File: config.mk
export PLATFORM = sky130hd
export DESIGN_NAME = serreg_slave
export DESIGN_NICKNAME = d
export VERILOG_FILES = /design/src/rtl/serreg_pkg.sv /design/src/rtl/serreg_sync.sv /design/src/rtl/serreg_frame.sv /design/src/rtl/serreg_bank.sv /design/src/rtl/serreg_dout.sv /design/src/rtl/serreg_slave.sv
export SDC_FILE = /design/constraint.sdc
export NUM_CORES = 1
export LEC_CHECK = 0
export BUFFER_PORTS_ARGS = -buffer_cell sky130_fd_sc_hd__buf_4
export CAP_MARGIN = 40
export CELL_PAD_IN_SITES_DETAIL_PLACEMENT = 1
export CELL_PAD_IN_SITES_GLOBAL_PLACEMENT = 1
export CORE_MARGIN = 8
export CORE_UTILIZATION = 30
export DETAILED_ROUTE_END_ITERATION = 10
export GPL_TIMING_DRIVEN = 0
export PLACE_DENSITY = 0.62
export RECOVER_POWER = 50
export SLEW_MARGIN = 20
export SYNTH_ARGS = -nofsm -noshare
export SYNTH_HDL_FRONTEND = slang
export SYNTH_SLANG_ARGS = --single-unit
File: constraint.sdc
create_clock -name clk -period 3 [get_ports clk]
set_input_delay 0.45 -clock clk [delete_from_list [all_inputs] [get_ports clk]]
set_output_delay 0.45 -clock clk [all_outputs]
set_load 0.005 [all_outputs]
File: src/rtl/serreg_pkg.sv
package serreg_pkg;
   localparam int ADDR_W = 4;

   typedef enum logic [ADDR_W-1:0] {
      SEL_CONV  = 4'h0,
      SEL_CTRL  = 4'h1,
      SEL_OFFA  = 4'h2,
      SEL_OFFB  = 4'h3,
      SEL_GAINA = 4'h4,
      SEL_GAINB = 4'h5
   } reg_sel_e;
endpackage

File: src/rtl/serreg_sync.sv
module serreg_sync #(
   parameter int               WIDTH   = 3,
   parameter int               STAGES  = 2,
   parameter logic [WIDTH-1:0] RST_VAL = '0
) (
   input  logic             clk,
   input  logic             rst_n,
   input  logic [WIDTH-1:0] d_in,
   output logic [WIDTH-1:0] q_out
);
   if (STAGES < 2) begin : g_bad_stages
      $error("serreg_sync: STAGES must be at least 2");
   end

   logic [WIDTH-1:0] stg [STAGES];

   for (genvar g = 0; g < STAGES; g++) begin : g_stage
      if (g == 0) begin : g_first
         always_ff @(posedge clk or negedge rst_n) begin
            if (!rst_n) stg[g] <= RST_VAL;
            else        stg[g] <= d_in;
         end
      end else begin : g_next
         always_ff @(posedge clk or negedge rst_n) begin
            if (!rst_n) stg[g] <= RST_VAL;
            else        stg[g] <= stg[g-1];
         end
      end
   end

   assign q_out = stg[STAGES-1];
endmodule

File: src/rtl/serreg_frame.sv
module serreg_frame #(
   parameter int SHIFT_LEN = 16,
   parameter int CNT_W     = 6
) (
   input  logic                 clk,
   input  logic                 rst_n,
   input  logic                 cs_n_s,
   input  logic                 sclk_s,
   input  logic                 din_s,
   output logic                 fall_o,
   output logic                 start_o,
   output logic                 commit_o,
   output logic                 active_o,
   output logic [CNT_W-1:0]     cnt_o,
   output logic [SHIFT_LEN-1:0] word_o
);
   if ((1 << CNT_W) <= SHIFT_LEN + 1) begin : g_bad_cnt
      $error("serreg_frame: CNT_W too small for the frame length");
   end

   localparam logic [CNT_W-1:0] CNT_MAX    = '1;
   localparam logic [CNT_W-1:0] CNT_COMMIT = CNT_W'(SHIFT_LEN);

   logic                 sclk_q;
   logic                 cs_q;
   logic [CNT_W-1:0]     cnt_q;
   logic [SHIFT_LEN-1:0] shreg_q;

   assign fall_o   = sclk_q & ~sclk_s & ~cs_n_s;
   assign start_o  = cs_q & ~cs_n_s;
   assign active_o = ~cs_n_s;
   assign commit_o = fall_o && (cnt_q == CNT_COMMIT);
   assign cnt_o    = cnt_q;
   assign word_o   = shreg_q;

   always_ff @(posedge clk or negedge rst_n) begin
      if (!rst_n) begin
         sclk_q  <= 1'b1;
         cs_q    <= 1'b1;
         cnt_q   <= '0;
         shreg_q <= '0;
      end else begin
         sclk_q <= sclk_s;
         cs_q   <= cs_n_s;
         if (cs_n_s) begin
            cnt_q <= '0;
         end else if (fall_o && cnt_q != CNT_MAX) begin
            cnt_q <= cnt_q + 1'b1;
         end
         if (fall_o && cnt_q < CNT_COMMIT) begin
            shreg_q <= {shreg_q[SHIFT_LEN-2:0], din_s};
         end
      end
   end
endmodule

File: src/rtl/serreg_bank.sv
module serreg_bank
   import serreg_pkg::*;
#(
   parameter int DATA_W = 12,
   parameter int GAIN_W = 7
) (
   input  logic              clk,
   input  logic              rst_n,
   input  logic              commit,
   input  logic [ADDR_W-1:0] addr,
   input  logic [DATA_W-1:0] data,
   output logic [DATA_W-1:0] ctrl_q,
   output logic [DATA_W-1:0] offs_a_q,
   output logic [DATA_W-1:0] offs_b_q,
   output logic [GAIN_W-1:0] gain_a_q,
   output logic [GAIN_W-1:0] gain_b_q,
   output logic [ADDR_W-1:0] rsel,
   output logic [DATA_W-1:0] rb_word
);
   if (GAIN_W > DATA_W) begin : g_bad_gain
      $error("serreg_bank: GAIN_W must not exceed DATA_W");
   end

   logic [DATA_W-1:0] gain_a_x;
   logic [DATA_W-1:0] gain_b_x;

   if (GAIN_W == DATA_W) begin : g_gain_full
      assign gain_a_x = gain_a_q;
      assign gain_b_x = gain_b_q;
   end else begin : g_gain_zext
      assign gain_a_x = {{(DATA_W-GAIN_W){1'b0}}, gain_a_q};
      assign gain_b_x = {{(DATA_W-GAIN_W){1'b0}}, gain_b_q};
   end

   assign rsel = ctrl_q[DATA_W-1 -: ADDR_W];

   always_ff @(posedge clk or negedge rst_n) begin
      if (!rst_n) begin
         ctrl_q   <= '0;
         offs_a_q <= '0;
         offs_b_q <= '0;
         gain_a_q <= '0;
         gain_b_q <= '0;
      end else if (commit) begin
         case (addr)
            SEL_CTRL:  ctrl_q   <= data;
            SEL_OFFA:  offs_a_q <= data;
            SEL_OFFB:  offs_b_q <= data;
            SEL_GAINA: gain_a_q <= data[DATA_W-1 -: GAIN_W];
            SEL_GAINB: gain_b_q <= data[DATA_W-1 -: GAIN_W];
            default:   ;
         endcase
      end
   end

   always_comb begin
      case (rsel)
         SEL_CTRL:  rb_word = ctrl_q;
         SEL_OFFA:  rb_word = offs_a_q;
         SEL_OFFB:  rb_word = offs_b_q;
         SEL_GAINA: rb_word = gain_a_x;
         SEL_GAINB: rb_word = gain_b_x;
         default:   rb_word = '0;
      endcase
   end
endmodule

File: src/rtl/serreg_dout.sv
module serreg_dout
   import serreg_pkg::*;
#(
   parameter int DATA_W   = 12,
   parameter int CNT_W    = 6,
   parameter int RB_START = 19
) (
   input  logic              clk,
   input  logic              rst_n,
   input  logic              start,
   input  logic              active,
   input  logic [CNT_W-1:0]  cnt,
   input  logic [ADDR_W-1:0] rsel,
   input  logic [DATA_W-1:0] conv,
   input  logic [DATA_W-1:0] rb_word,
   output logic              dout,
   output logic              dout_oe
);
   if ((1 << CNT_W) <= RB_START + DATA_W) begin : g_bad_win
      $error("serreg_dout: CNT_W too small for the readback window");
   end

   localparam logic [CNT_W-1:0] C_DW  = CNT_W'(DATA_W);
   localparam logic [CNT_W-1:0] C_RB  = CNT_W'(RB_START);
   localparam logic [CNT_W-1:0] C_RBE = CNT_W'(RB_START + DATA_W);

   logic [DATA_W-1:0] word_q;
   logic              rb_mode_q;
   logic              live_q;
   logic [CNT_W-1:0]  pos;
   logic              in_win;
   logic [DATA_W-1:0] shifted;

   always_ff @(posedge clk or negedge rst_n) begin
      if (!rst_n) begin
         word_q    <= '0;
         rb_mode_q <= 1'b0;
         live_q    <= 1'b0;
      end else if (start) begin
         word_q    <= (rsel == ADDR_W'(SEL_CONV)) ? conv : rb_word;
         rb_mode_q <= (rsel != ADDR_W'(SEL_CONV));
         live_q    <= 1'b1;
      end else if (!active) begin
         live_q    <= 1'b0;
      end
   end

   always_comb begin
      if (rb_mode_q) begin
         in_win = (cnt >= C_RB) && (cnt < C_RBE);
         pos    = cnt - C_RB;
      end else begin
         in_win = (cnt < C_DW);
         pos    = cnt;
      end
      shifted = word_q << pos;
      dout_oe = live_q & in_win;
      dout    = dout_oe & shifted[DATA_W-1];
   end
endmodule

File: src/rtl/serreg_slave.sv
module serreg_slave
   import serreg_pkg::*;
#(
   parameter int DATA_W      = 12,
   parameter int GAIN_W      = 7,
   parameter int SYNC_STAGES = 2,
   parameter int RB_START    = 19
) (
   input  logic              clk,
   input  logic              rst_n,
   input  logic              cs_n,
   input  logic              sclk,
   input  logic              din,
   input  logic [DATA_W-1:0] conv_word,
   output logic              douta,
   output logic              douta_oe,
   output logic [DATA_W-1:0] ctrl_reg,
   output logic [DATA_W-1:0] offs_a_reg,
   output logic [DATA_W-1:0] offs_b_reg,
   output logic [GAIN_W-1:0] gain_a_reg,
   output logic [GAIN_W-1:0] gain_b_reg
);
   localparam int SHIFT_LEN = ADDR_W + DATA_W;
   localparam int CNT_W     = $clog2(RB_START + DATA_W + 2);

   if (DATA_W < ADDR_W) begin : g_bad_data
      $error("serreg_slave: DATA_W must hold the read-select field");
   end
   if (RB_START <= SHIFT_LEN + 1) begin : g_bad_rb
      $error("serreg_slave: readback must start after the commit edge");
   end

   logic [2:0]           sync_q;
   logic                 cs_n_s, sclk_s, din_s;
   logic                 fall, start, commit, active;
   logic [CNT_W-1:0]     cnt;
   logic [SHIFT_LEN-1:0] fword;
   logic [ADDR_W-1:0]    addr;
   logic [DATA_W-1:0]    data;
   logic [ADDR_W-1:0]    rsel;
   logic [DATA_W-1:0]    rb_word;

   serreg_sync #(.WIDTH(3), .STAGES(SYNC_STAGES), .RST_VAL(3'b110)) u_sync (
      .clk(clk), .rst_n(rst_n), .d_in({cs_n, sclk, din}), .q_out(sync_q)
   );
   assign {cs_n_s, sclk_s, din_s} = sync_q;

   serreg_frame #(.SHIFT_LEN(SHIFT_LEN), .CNT_W(CNT_W)) u_frame (
      .clk(clk), .rst_n(rst_n), .cs_n_s(cs_n_s), .sclk_s(sclk_s), .din_s(din_s),
      .fall_o(fall), .start_o(start), .commit_o(commit), .active_o(active),
      .cnt_o(cnt), .word_o(fword)
   );
   assign addr = fword[SHIFT_LEN-1 -: ADDR_W];
   assign data = fword[DATA_W-1:0];

   serreg_bank #(.DATA_W(DATA_W), .GAIN_W(GAIN_W)) u_bank (
      .clk(clk), .rst_n(rst_n), .commit(commit), .addr(addr), .data(data),
      .ctrl_q(ctrl_reg), .offs_a_q(offs_a_reg), .offs_b_q(offs_b_reg),
      .gain_a_q(gain_a_reg), .gain_b_q(gain_b_reg), .rsel(rsel), .rb_word(rb_word)
   );

   serreg_dout #(.DATA_W(DATA_W), .CNT_W(CNT_W), .RB_START(RB_START)) u_dout (
      .clk(clk), .rst_n(rst_n), .start(start), .active(active), .cnt(cnt),
      .rsel(rsel), .conv(conv_word), .rb_word(rb_word),
      .dout(douta), .dout_oe(douta_oe)
   );
endmodule

==> results.py <==
metrics = {
    "power": {
        "total_leakage_power_nw": 2.54,
        "p_sw_mw": 0.744,
        "p_per_area_nw_per_um2": 500,
        "p_clk_share_pct": 39.9,
        "p_int_mw": 2.03,
        "power_frac_comb_pct": 7.5,
        "sequentialPowerShare_pct": 52.6,
        "p_sw_share_pct": 26.8,
        "ir_drop_v": 0.000319,
    },
    "timing": {
        "clock_skew_ns": 0.00731,
        "setup_viol": 0,
        "rsz0062_at_grt": "false",
        "timing.fmax_ghz": 0.347,
        "setup_slack_ns": 0.122,
        "slew_headroom_pct": 25.3,
        "post-route-period-util_pct": 95.9,
        "fin_crit_ns": 2.88,
        "slew_violations": 0,
        "worstMarginPinSlew_ns": 1.12,
        "whs_ns": 0.206,
        "hold_violations": 0,
    },
    "place": {
        "port_buffers": 68,
        "routabilityCongestion": 0.784,
        "hpwl_um": 9290,
        "dpl_worst_slack_ns": -0.317,
        "place_area_um2": 5250,
    },
    "cells_and_area": {
        "drive_above_1_share_pct": 39.9,
        "syn2layout_area_growth_pct": 23.9,
        "num_antenna_cells": 0,
        "postLayoutCellArea_um2": 5550,
        "nets": 458,
        "multi_input_area_um2": 2000,
        "fillerInstances": 1543,
        "final_util_pct": 38.1,
        "ff_latch_area_um2": 2360,
    },
    "clock_network": {
        "root_buffer": "clkbuf_16",
        "cts_buffers": 9,
        "cts_max_path_buffers": 2,
        "clk_latency_ns": 0.35,
        "path_clk_slew_ns": 0.07,
        "cts_tree": "done",
        "htreeDepth": 3,
        "clock_sinks": 94,
    },
    "yosys": {
        "synthesis.nets": 377,
        "async_flop_share_pct": 100,
        "synth_cells": 358,
        "netlist_area_um2": 4480,
        "syn_avg_cell_area_um2": 12.5,
        "ys_seq_area_share_pct": 52.7,
        "synth_ff_type": "dfrtp_1",
        "yosysWarnings": 0,
        "synth_seq_cells": 94,
        "synth_cell_types": 54,
        "synth_edf_count": 0,
    },
    "grt": {
        "met2_usage_pct": 22.7,
        "grt_start_max_net_pins": 81,
        "grt_util_met1_pct": 16.7,
        "grt_pass1_vias": 3611,
        "grt_use_met3_pct": 3.84,
        "grt_pass1_wl_um": 20800,
        "antenna_found_initial": 0,
        "grt-ovfl-total": 0,
        "grtUsageTotal_pct": 13.5,
        "busiest_layer": "met2",
    },
    "route": {
        "wl_um": 12800,
        "vias_per_cell": 5.08,
        "first_pass_iters": 4,
        "vias": 3191,
        "post_drt_wl_per_cell_um": 20.4,
        "drc": 0,
        "drt_iter0_drc": 159,
        "postRouteAntennaNets": 0,
    },
    "floorplan": {
        "die_h_um": 138,
        "die_w_um": 138,
        "core_um2": 14600,
        "start_util_pct": 30.7,
        "rows": 44,
        "die-area_um2": 19100,
        "io_pins": 69,
    },
    "worst_setup_path": {
        "cp.depth": 8,
        "critical_path.max_stage_delay_ns": 0.49,
        "critPathTopFamily": "multiplexers",
        "path_cells": "clkbuf_8 > inv_2 > ha_4 > mux2i_1 > mux4_2 > o21a_1 > a311oi_2 > buf_4",
        "path_class": "reg -> out",
        "crit_arrival_ns": 2.43,
        "critPathMaxFanout": 10,
        "worstRegToRegCells": 5,
        "critPathLaunch": "u_frame.cnt_o[1]$_DFFE_PN0P_",
        "worstSetupStartpointType": "flip-flop",
        "r2r_slack_ns": 0.24,
        "crit_path_end": "douta",
        "end_kind": "primary output",
        "cp_data_required_time_ns": 2.55,
        "reg2reg_to": "u_frame.word_o[0]$_DFFE_PN0P_",
        "worstReg2RegStart": "u_sync.q_out[2]$_DFF_PN1_",
        "worst-path-buf-inv": 3,
        "slowest_stage": "mux4_2",
    },
    "worst_hold_path": {
        "hp-class": "in -> reg",
    },
    "run_status": {
        "status": "finished clean",
    },
    "flow_run": {
        "max_cap_viol_count": 0,
    },
}
power groups by stage:
stage	registers (mW)	logic [mW]	clock network, mW
6_report	1.46	0.209	1.11
5_1_grt	1.47	0.233	1.20
4_1_cts	1.46	0.214	1.15
3_5_place_dp	1.49	0.203	0
3_3_place_gp	1.48	0.191	0
2_1_floorplan	1.43	0.124	0
timing repair:
| action | in CTS | in global routing |
|---|---|---|
| hold buffers | 1 | 0 |
| resized for setup | 10 | 4 |
| buffers inserted | 0 | 3 |
| pin swaps | 0 | 2 |
| setup endpoints to repair | 1 | 1 |
| endpoints found under the hold margin | 8 | 0 |
| cloned | 0 | 0 |
cells by family (layout without fill, tap and decap cells):
| family | count (synthesis) | in the layout | share of synthesized area (%) |
|---|---|---|---|
| flops | 94 | 94 | 52.7 |
| mux | 86 | 86 | 23.1 |
| simple gates | 75 | 75 | 9.58 |
| compound gates | 69 | 69 | 9.99 |
| buf+inv | 27 | 113 | 3.10 |
| xor+xnor | 5 | 5 | 0.977 |
| fa+ha+maj | 2 | 2 | 0.558 |
cell type report:
type | instances | area share (%)
timing repair buffer | 73 | 9.57
tap | 184 | 4.15
sequential | 94 | 42.5
buffer | 21 | 2.43
clock buffer | 10 | 4.12
clock inverter | 6 | 0.946
inverter | 3 | 0.248
multi-input combinational | 237 | 36.0
synth_stat cells (3+ instances only):
master | n | area (um^2)
nor2_1 | 14 | 52.6
o22ai_1 | 8 | 50.1
a21oi_1 | 10 | 50.1
o2bb2ai_1 | 7 | 61.3
buf_6 | 5 | 56.3
a22oi_1 | 3 | 22.5
o31ai_1 | 5 | 37.5
mux2_4 | 17 | 255
mux2_2 | 49 | 552
nand4_1 | 3 | 18.8
mux2i_1 | 14 | 140
dfrtp_1 | 88 | 2200
dfstp_2 | 6 | 158
inv_1 | 3 | 11.3
clkbuf_1 | 18 | 67.6
mux2_1 | 4 | 45.0
o21ai_0 | 23 | 115
xnor2_1 | 4 | 35.0
nand2b_1 | 4 | 25.0
nand2_1 | 28 | 105
cell usage in the layout (no fill, tap or decap), drive strengths merged, types with 3 or more instances in the layout:
cell type	instances
nand2b	4
buf	58
a22oi	3
o21ai	23
dfrtp	88
o31ai	5
inv	7
o22ai	8
dfstp	6
nand3	3
xnor2	4
clkbuf	45
nor2	15
nand4	3
a21oi	10
mux2	70
nand2	29
mux2i	14
nor4b	3
o2bb2ai	7
flip-flops by register name, summed over array words and instances, names as in the netlist, 6 cells and up:
register,flops
u_bank.gain_a_q,7
u_bank.offs_b_q,12
u_bank.ctrl_q,12
u_bank.gain_b_q,7
u_dout.word_q,12
u_frame.word_o,16
u_frame.cnt_o,6
u_bank.offs_a_q,12
per-stage QoR:
step                      power [mW]  setup TNS (ns)  std cells
final                           2.78               0        628
after global routing            2.91               0        628
after CTS                       2.82               0        627
after detailed placement        1.69          -0.317        611
after global placement          1.67          -0.249        610
after floorplan                 1.56               0        358
worst min path at each step:
stage                       startpoint                            to  cells after the start
2_1_floorplan                    rst_n  u_bank.ctrl_q[0]$_DFFE_PN0P_                      0
3_3_place_gp   u_sync.stg[3]$_DFF_PN0_     u_sync.q_out[0]$_DFF_PN0_                      0
3_5_place_dp                     rst_n  u_frame.cnt_o[0]$_DFFE_PN0P_                      1
4_1_cts                           sclk       u_sync.stg[4]$_DFF_PN1_                      1
5_1_grt                           sclk       u_sync.stg[4]$_DFF_PN1_                      1
6_report                          sclk       u_sync.stg[4]$_DFF_PN1_                      1
routing by layer:
| layer | part of all wire (%) | up-vias |
|---|---|---|
| met1 | 45 | 1649 |
| met5 | 0 | - |
| met2 | 49 | 58 |
| met3 | 3.6 | 14 |
| li1 | - | 1470 |
| met4 | 1.6 | 0 |
No activity file was read; power rests on OpenSTA's default activity.
